## src/rtl/irq_stat_pkg.sv

```systemverilog
package irq_stat_pkg;
  parameter int EV_W   = 10;
  parameter int ADDR_W = 2;
  // Implemented sources; bit 8 is reserved.
  parameter logic [EV_W-1:0] IMPL_MASK = 10'h2FF;

  typedef enum logic [ADDR_W-1:0] {
    ADDR_PEND = 2'd0,
    ADDR_VIEW = 2'd1,
    ADDR_SET  = 2'd2,
    ADDR_CLR  = 2'd3
  } regAddrE;

  typedef struct packed {
    logic            clrPend;
    logic            setMask;
    logic            clrMask;
    logic [EV_W-1:0] wData;
  } strobeT;
endpackage

```

## src/rtl/irq_stat_ctrl.sv

```systemverilog
module irq_stat_ctrl
  import irq_stat_pkg::*;
(
  input  logic              wrEn,
  input  logic [ADDR_W-1:0] regAddr,
  input  logic [EV_W-1:0]   wrData,
  output strobeT            strb
);
  always_comb begin
    strb         = '0;
    strb.wData   = wrData & IMPL_MASK;
    strb.clrPend = wrEn && (regAddr == ADDR_PEND);
    strb.setMask = wrEn && (regAddr == ADDR_SET);
    strb.clrMask = wrEn && (regAddr == ADDR_CLR);
  end
endmodule

```

## src/rtl/irq_stat_dp.sv

```systemverilog
module irq_stat_dp
  import irq_stat_pkg::*;
(
  input  logic              clk,
  input  logic              rstN,
  input  strobeT            strb,
  input  logic [EV_W-1:0]   evIn,
  input  logic [ADDR_W-1:0] regAddr,
  output logic [EV_W-1:0]   statQ,
  output logic [EV_W-1:0]   maskQ,
  output logic [EV_W-1:0]   rdData,
  output logic              irqOut
);
  logic [EV_W-1:0] clrBits;
  logic [EV_W-1:0] statNext;
  logic [EV_W-1:0] maskNext;

  always_comb begin
    clrBits  = strb.clrPend ? strb.wData : '0;
    // Set has priority over clear.
    statNext = ((statQ & ~clrBits) | evIn) & IMPL_MASK;
    maskNext = maskQ;
    if (strb.setMask) maskNext = maskNext | strb.wData;
    if (strb.clrMask) maskNext = maskNext & ~strb.wData;
    maskNext = maskNext & IMPL_MASK;
  end

  always_ff @(posedge clk) begin
    if (!rstN) begin
      statQ <= '0;
      maskQ <= '0;
    end else begin
      statQ <= statNext;
      maskQ <= maskNext;
    end
  end

  always_comb begin
    case (regAddr)
      ADDR_PEND: rdData = statQ;
      ADDR_VIEW: rdData = maskQ;
      default:   rdData = '0;
    endcase
  end

  assign irqOut = |(statQ & maskQ);
endmodule

```

## src/rtl/irq_stat_unit.sv

```systemverilog
module irq_stat_unit
  import irq_stat_pkg::*;
(
  input  logic              clk,
  input  logic              rstN,
  input  logic              wrEn,
  input  logic [ADDR_W-1:0] regAddr,
  input  logic [EV_W-1:0]   wrData,
  output logic [EV_W-1:0]   rdData,
  input  logic [EV_W-1:0]   evIn,
  output logic              irqOut
);
  strobeT          strb;
  logic [EV_W-1:0] statQ;
  logic [EV_W-1:0] maskQ;

  irq_stat_ctrl uCtrl (
    .wrEn(wrEn), .regAddr(regAddr), .wrData(wrData), .strb(strb)
  );

  irq_stat_dp uDp (
    .clk(clk), .rstN(rstN), .strb(strb), .evIn(evIn), .regAddr(regAddr),
    .statQ(statQ), .maskQ(maskQ), .rdData(rdData), .irqOut(irqOut)
  );
endmodule

```

## config.mk

```make
export PLATFORM = sky130hd
export DESIGN_NAME = irq_stat_unit
export DESIGN_NICKNAME = d
export VERILOG_FILES = /design/src/rtl/irq_stat_pkg.sv /design/src/rtl/irq_stat_ctrl.sv /design/src/rtl/irq_stat_dp.sv /design/src/rtl/irq_stat_unit.sv
export SDC_FILE = /design/constraint.sdc
export NUM_CORES = 1
export LEC_CHECK = 0
export ABC_AREA = 0
export BUFFER_PORTS_ARGS = -buffer_cell sky130_fd_sc_hd__buf_2
export CELL_PAD_IN_SITES_DETAIL_PLACEMENT = 1
export CELL_PAD_IN_SITES_GLOBAL_PLACEMENT = 2
export CORE_MARGIN = 3
export CORE_UTILIZATION = 26
export CTS_CLUSTER_SIZE = 12
export DETAILED_ROUTE_END_ITERATION = 6
export PLACE_DENSITY = 0.87
export SETUP_SLACK_MARGIN = 0.05
export SLEW_MARGIN = 20
export SYNTH_ARGS = -nofsm -noshare
export SYNTH_HDL_FRONTEND = slang
export SYNTH_SLANG_ARGS = --single-unit
```

## constraint.sdc

```tcl
create_clock -name clk -period 1.3 [get_ports clk]
set_clock_uncertainty 0.15 [all_clocks]
set_input_delay 0 -clock clk [delete_from_list [all_inputs] [get_ports clk]]
set_output_delay 0 -clock clk [all_outputs]
set_load 0.01 [all_outputs]
```

==> impl_metrics.py, run 1 <==
metrics = {
    "worst_setup_path": {
        "crit_type": "flop to primary output",
        "cp-end-kind": "primary output",
        "cp_cell_sequence": "a22o_1 -> a221oi_2 -> nand3_1 -> buf_2",
        "required_ns": 1.15,
        "crit_path_start_kind": "flop",
        "crit_slowest_cell": "dfxtp_2",
        "slowest_delay_ns": 0.33,
        "crit_fanout": 2,
        "cp.arrival_ns": 1.38,
    },
    "placement": {
        "gp_congestion": 0.760,
        "io_buffer_count": 32,
        "dp_slack_ns": 0.0535,
        "dp.final_hpwl_mm": 1.93,
    },
    "yosys": {
        "synth_async_sr_flop_share_pct": 0,
        "synth_area_per_cell_um2": 8.86,
        "syn-instance-count": 99,
        "yosysWarnings": 0,
        "ys_seq_area_share_pct": 41.1,
        "ys.flop_type": "dfxtp_1",
        "synthSimpleGateAreaFrac_pct": 8.27,
        "synth_edf_count": 0,
        "synthAdderAreaFrac_pct": 0,
        "ys_types": 24,
        "synthMuxAreaShare_pct": 10.3,
        "ys_seq_elements": 18,
        "synth_top_family_by_area": "compound AO/OA/AOI/OAI gates",
        "synth-compound-area-share_pct": 29.5,
        "synth-xor-area-share_pct": 0,
        "syn_nets": 124,
        "synth_area_um2": 877,
    },
    "sta": {
        "setup_slack_ns": -0.231,
        "period_share_pct": 118,
        "finalSetupViolations": 2,
        "finalHoldViolations": 0,
        "holdWs_ns": 0.128,
        "max_freq_mhz": 653,
        "rsz0062_at_grt": "yes",
        "final.min_clock_period_ns": 1.53,
        "slew_violations": 0,
    },
    "die": {
        "die_area_mm2": 0.00411,
        "die_width_um": 64.1,
        "core_area_mm2": 0.00313,
        "row_count": 20,
        "ioPinCount": 36,
        "start_util_pct": 28.0,
        "die_height_um": 64.1,
    },
    "finish": {
        "final_common_cell": "buf_2",
        "mostFrequentLayoutCells": "buf_2, dlygate4sd3_1, dfxtp_1",
        "diodes": 0,
        "final_nets": 187,
        "drive_gt1_share_pct": 35.6,
        "n_fill_cell": 392,
        "syn_to_final_growth_pct": 59.1,
    },
    "pwr": {
        "seqPwrFrac_pct": 51.7,
        "vdd_drop_max_uv": 226,
        "pwr-share-comb_pct": 24.0,
        "power.net_switching_uw": 342,
        "powerDensity_mw_per_mm2": 855,
        "p_leak_uw": 0.000639,
        "swShare_pct": 28.7,
        "clock_power_share_pct": 24.4,
        "p_int_uw": 851,
    },
    "clock_tree": {
        "clockBufferDepth": 2,
        "clockRootBuffer": "clkbuf_4",
        "cts_tree": "built",
        "cts_buffers": 3,
        "clkSlewWorstSetupHoldPaths_ns": 0.11,
        "cts_num_sinks": 18,
        "cts_max_level": 1,
        "clk_latency_ns": 0.30,
    },
    "detailed_routing": {
        "vias": 980,
        "drc": 0,
        "first_iter_violations": 28,
        "avgRoutedWirePerCell_um": 14.2,
        "ant_nets": 0,
        "drt-vias-per-instance": 4.80,
        "dr.pass1.iters": 6,
        "postRouteWirelength_mm": 2.89,
    },
    "run": {
        "cap_violations": 0,
    },
    "global_routing": {
        "grt_util_all_layers_pct": 14.6,
        "grt_pass1_vias": 1006,
        "grt_pass1_wl_mm": 4.60,
        "antenna_found_initial": 0,
        "overflow": 0,
        "grt_max_degree": 11,
    },
    "hold_path": {
        "holdCritPathClass": "input pin to flop",
    },
    "run_status": {
        "violations": "negative setup slack",
        "status": "complete, but fails checks",
    },
}
cells in the mapped netlist (2+ instances only):
| cell | instances | area [um^2] |
|---|---|---|
| a311oi_1 | 8 | 70.1 |
| dfxtp_1 | 18 | 360 |
| a21oi_2 | 2 | 17.5 |
| a21oi_1 | 7 | 35.0 |
| buf_4 | 3 | 22.5 |
| inv_1 | 9 | 33.8 |
| buf_6 | 2 | 22.5 |
| a31oi_1 | 9 | 56.3 |
| mux2i_1 | 9 | 90.1 |
| o21ai_0 | 9 | 45.0 |
| nand3_1 | 2 | 10.0 |
| nor2_1 | 9 | 33.8 |
area by class of cell:
cell class | instances | area (um^2) | area share [%]
Timing Repair Buffer | 65 | 473 | 33.9
Multi-Input combinational cell | 64 | 440 | 31.6
Sequential cell | 18 | 367 | 26.3
Tap cell | 44 | 55.1 | 3.95
Inverter | 10 | 37.5 | 2.69
Clock buffer | 3 | 22.5 | 1.61
path summary, 6_finish.rpt:
path | startpoint | to | slack (ns) | cells past startpoint
hold reg to reg | uDp.maskQ[9] | uDp.maskQ[9] | 0.35 | 2
setup / recovery | flop | irqOut | -0.23 | 4
setup reg to reg | flop | flop | 0.28 | 4
hold / removal | regAddr[1] | uDp.statQ[6] | 0.13 | 4
critical path: cells and delay by family, from the launching register on:
| family | cells | cell delay (ns) |
|---|---|---|
| buffers and inverters | 1 | 0.16 |
| and+or+nand+nor | 1 | 0.12 |
| DFF | 1 | 0.33 |
| AOI/OAI and AO/OA | 2 | 0.46 |
stage by stage:
stage / total power, uW / util, % / cells / cell area, um^2 / setup TNS [ns]
final: 1190 / 44.6 / 204 / 1400 / -0.278
after global placement: 831 / 34.9 / 175 / 1090 / 0
after global routing: 1260 / 44.6 / 204 / 1400 / -0.419
after detailed placement: 842 / 34.9 / 175 / 1090 / 0
after floorplan: 745 / - / 99 / 877 / 0
after CTS: 1180 / 43.5 / 202 / 1360 / -0.200
power groups by stage:
stage               logic (uW)  registers [uW]  clock network (uW)
global route               314             621                 323
global placement           208             624                   0
floorplan                  127             618                   0
CTS                        274             615                 292
detailed placement         216             626                   0
finish                     286             616                 291
routing by layer:
metal,vias to the layer above,share of wire [%],global-route usage [%]
li1,492,-,-
met1,462,46,17.2
met2,22,50,25.5
met3,4,2.8,1.93
met4,0,1.7,7.28
met5,-,0,0
timing repair:
item,4_1_cts,5_1_grt
setup buffers,1,1
pin swaps,2,2
hold endpoints to repair,18,0
hold buffers,23,0
cloned,0,1
endpoints found under the setup margin,1,9
resized for setup,3,8
kinds of logic after synthesis:
group	count (synthesis)
buffers and inverters	17
AOI/OAI and AO/OA	39
DFF	18
other	1
muxes	9
and+or+nand+nor	15
Power figures use the tool's default switching activity.
==> run 2, diff against run 1 <==
--- a/config.mk
+++ b/config.mk
@@ -15,4 +15,5 @@
 export DETAILED_ROUTE_END_ITERATION = 6
 export PLACE_DENSITY = 0.87
+export RECOVER_POWER = 50
 export SETUP_SLACK_MARGIN = 0.05
 export SLEW_MARGIN = 20
==> constraint.sdc (replaced) <==
create_clock -name clk -period 1.3 [get_ports clk]
set_clock_uncertainty 0.15 [all_clocks]
set_input_delay 0.195 -clock clk [delete_from_list [all_inputs] [get_ports clk]]
set_output_delay 0.195 -clock clk [all_outputs]
set_load 0.01 [all_outputs]
==> run 2 against run 1 <==
  * The flow finishes with violations (negative hold slack, negative setup slack)
  * Power up 0.48%
  * Count of clock-buffer cells in the layout unchanged
  * Setup slack worse by 0.15 ns
  * Maximum frequency down 8.7%
  * Highest routed layer unchanged
==> impl_metrics.py, run 2 (synthesis gave the netlist of run 1 again) <==
metrics = {
    "run_status": {
        "status": "complete, but fails checks",
        "violations": "negative hold slack, negative setup slack",
    },
    "pwr": {
        "powerDensity_mw_per_mm2": 866,
        "p_leak_uw": 0.000629,
        "p_int_uw": 858,
        "seqPwrFrac_pct": 51.7,
        "swShare_pct": 28.4,
        "clock_power_share_pct": 23.6,
        "pwr-share-comb_pct": 24.7,
        "vdd_drop_max_uv": 319,
        "power.net_switching_uw": 341,
    },
    "sta": {
        "slew_violations": 0,
        "finalSetupViolations": 8,
        "finalHoldViolations": 3,
        "setup_slack_ns": -0.376,
        "max_freq_mhz": 597,
        "holdWs_ns": -0.00822,
        "final.min_clock_period_ns": 1.68,
        "period_share_pct": 129,
        "rsz0062_at_grt": "yes",
    },
    "detailed_routing": {
        "drt-vias-per-instance": 4.88,
        "dr.pass1.iters": 4,
        "ant_nets": 0,
        "vias": 986,
        "drc": 0,
        "first_iter_violations": 27,
        "avgRoutedWirePerCell_um": 14.8,
        "postRouteWirelength_mm": 2.98,
    },
    "placement": {
        "placed_area_mm2": 0.00116,
        "io_buffer_count": 32,
        "gp_congestion": 0.811,
        "dp.final_hpwl_mm": 2.07,
    },
    "run": {
        "cap_violations": 0,
    },
    "die": {
        "core_area_mm2": 0.00313,
        "start_util_pct": 28.0,
        "die_width_um": 64.1,
        "ioPinCount": 36,
        "die_area_mm2": 0.00411,
        "die_height_um": 64.1,
        "row_count": 20,
    },
    "global_routing": {
        "grt_util_all_layers_pct": 15.3,
        "grt_pass1_wl_mm": 5.00,
        "antenna_found_initial": 0,
        "grt_max_degree": 17,
        "grt_pass1_vias": 1104,
        "overflow": 0,
    },
    "finish": {
        "fin_area_mm2": 0.00138,
        "diodes": 0,
        "syn_to_final_growth_pct": 57.8,
        "final_common_cell": "buf_2",
        "final_nets": 185,
        "mostFrequentLayoutCells": "buf_2, dfxtp_2, buf_4, dlygate4sd3_1",
        "drive_gt1_share_pct": 43.7,
        "n_fill_cell": 392,
    },
    "worst_setup_path": {
        "cp-end-kind": "primary output",
        "crit_type": "flop to primary output",
        "cp.arrival_ns": 1.33,
        "required_ns": 0.95,
        "crit_path_start_kind": "flop",
        "crit_fanout": 2,
    },
    "hold_path": {
        "hp-start": "evIn[4]",
        "holdCritPathClass": "input pin to flop",
    },
    "clock_tree": {
        "clockRootBuffer": "clkbuf_4",
        "cts_tree": "built",
        "cts_buffers": 3,
        "clk_latency_ns": 0.29,
        "clkSlewWorstSetupHoldPaths_ns": 0.10,
        "cts_max_level": 1,
        "cts_num_sinks": 18,
        "clockBufferDepth": 2,
    },
}
[run 2: critical path: stages (launching register included)]
cell and delay [ns]:
dfxtp_2 0.33, a22o_1 0.23, a221oi_2 0.19, nand3_1 0.12, buf_2 0.16
[run 2: metrics by stage]
stage	std cells	setup TNS, ns	setup slack (ns)	utilization [%]	power, uW
detailed placement	183	-0.479	-0.163	37.2	870
floorplan	99	0	0.0964	-	745
global route	202	-1.97	-0.452	44.2	1270
global placement	183	-0.195	-0.0915	37.2	857
CTS	201	-1.16	-0.396	43.9	1190
finish	202	-1.31	-0.376	44.2	1200
[run 2: metal layers]
| layer | share of wire [%] | wire (um) | vias up | track usage, % |
|---|---|---|---|---|
| met4 | 1.3 | 40 | 0 | 5.39 |
| met5 | 0 | 0 | - | 0 |
| met3 | 2.6 | 78 | 4 | 1.93 |
| met1 | 45 | 1340 | 473 | 17.8 |
| met2 | 51 | 1520 | 24 | 28.4 |
| li1 | - | - | 485 | - |
[run 2: layout make-up]
type / count / area [um^2] / area share [%]
Clock buffer: 3 / 22.5 / 1.63
Inverter: 10 / 37.5 / 2.71
Multi-Input combinational cell: 64 / 432 / 31.2
Sequential cell: 18 / 382 / 27.6
Tap cell: 44 / 55.1 / 3.98
Timing Repair Buffer: 63 / 455 / 32.9
[run 2: final timing paths]
check / cells past startpoint / endpoint / slack [ns]
worst max-delay path: 4 / irqOut / -0.38
worst min register to register: 2 / uDp.maskQ[9] / 0.35
worst max register to register: 5 / flop / 0.16
worst min-delay path: 3 / uDp.statQ[4] / -0.008
[run 2: power by group through the flow]
| stage | Clock [uW] | Combinational, uW | Sequential, uW |
|---|---|---|---|
| 6_report | 283 | 296 | 620 |
| 5_1_grt | 317 | 327 | 625 |
| 4_1_cts | 283 | 293 | 615 |
| 3_5_place_dp | 0 | 249 | 621 |
| 3_3_place_gp | 0 | 237 | 620 |
| 2_1_floorplan | 0 | 127 | 618 |
[run 2: timing repair]
item / in CTS / in global routing
hold buffers: 11 / 0
buffers inserted: 4 / 3
gates resized for setup: 20 / 10
pin swaps: 5 / 6
endpoints found under the setup margin: 10 / 10
hold endpoints to repair: 17 / 0
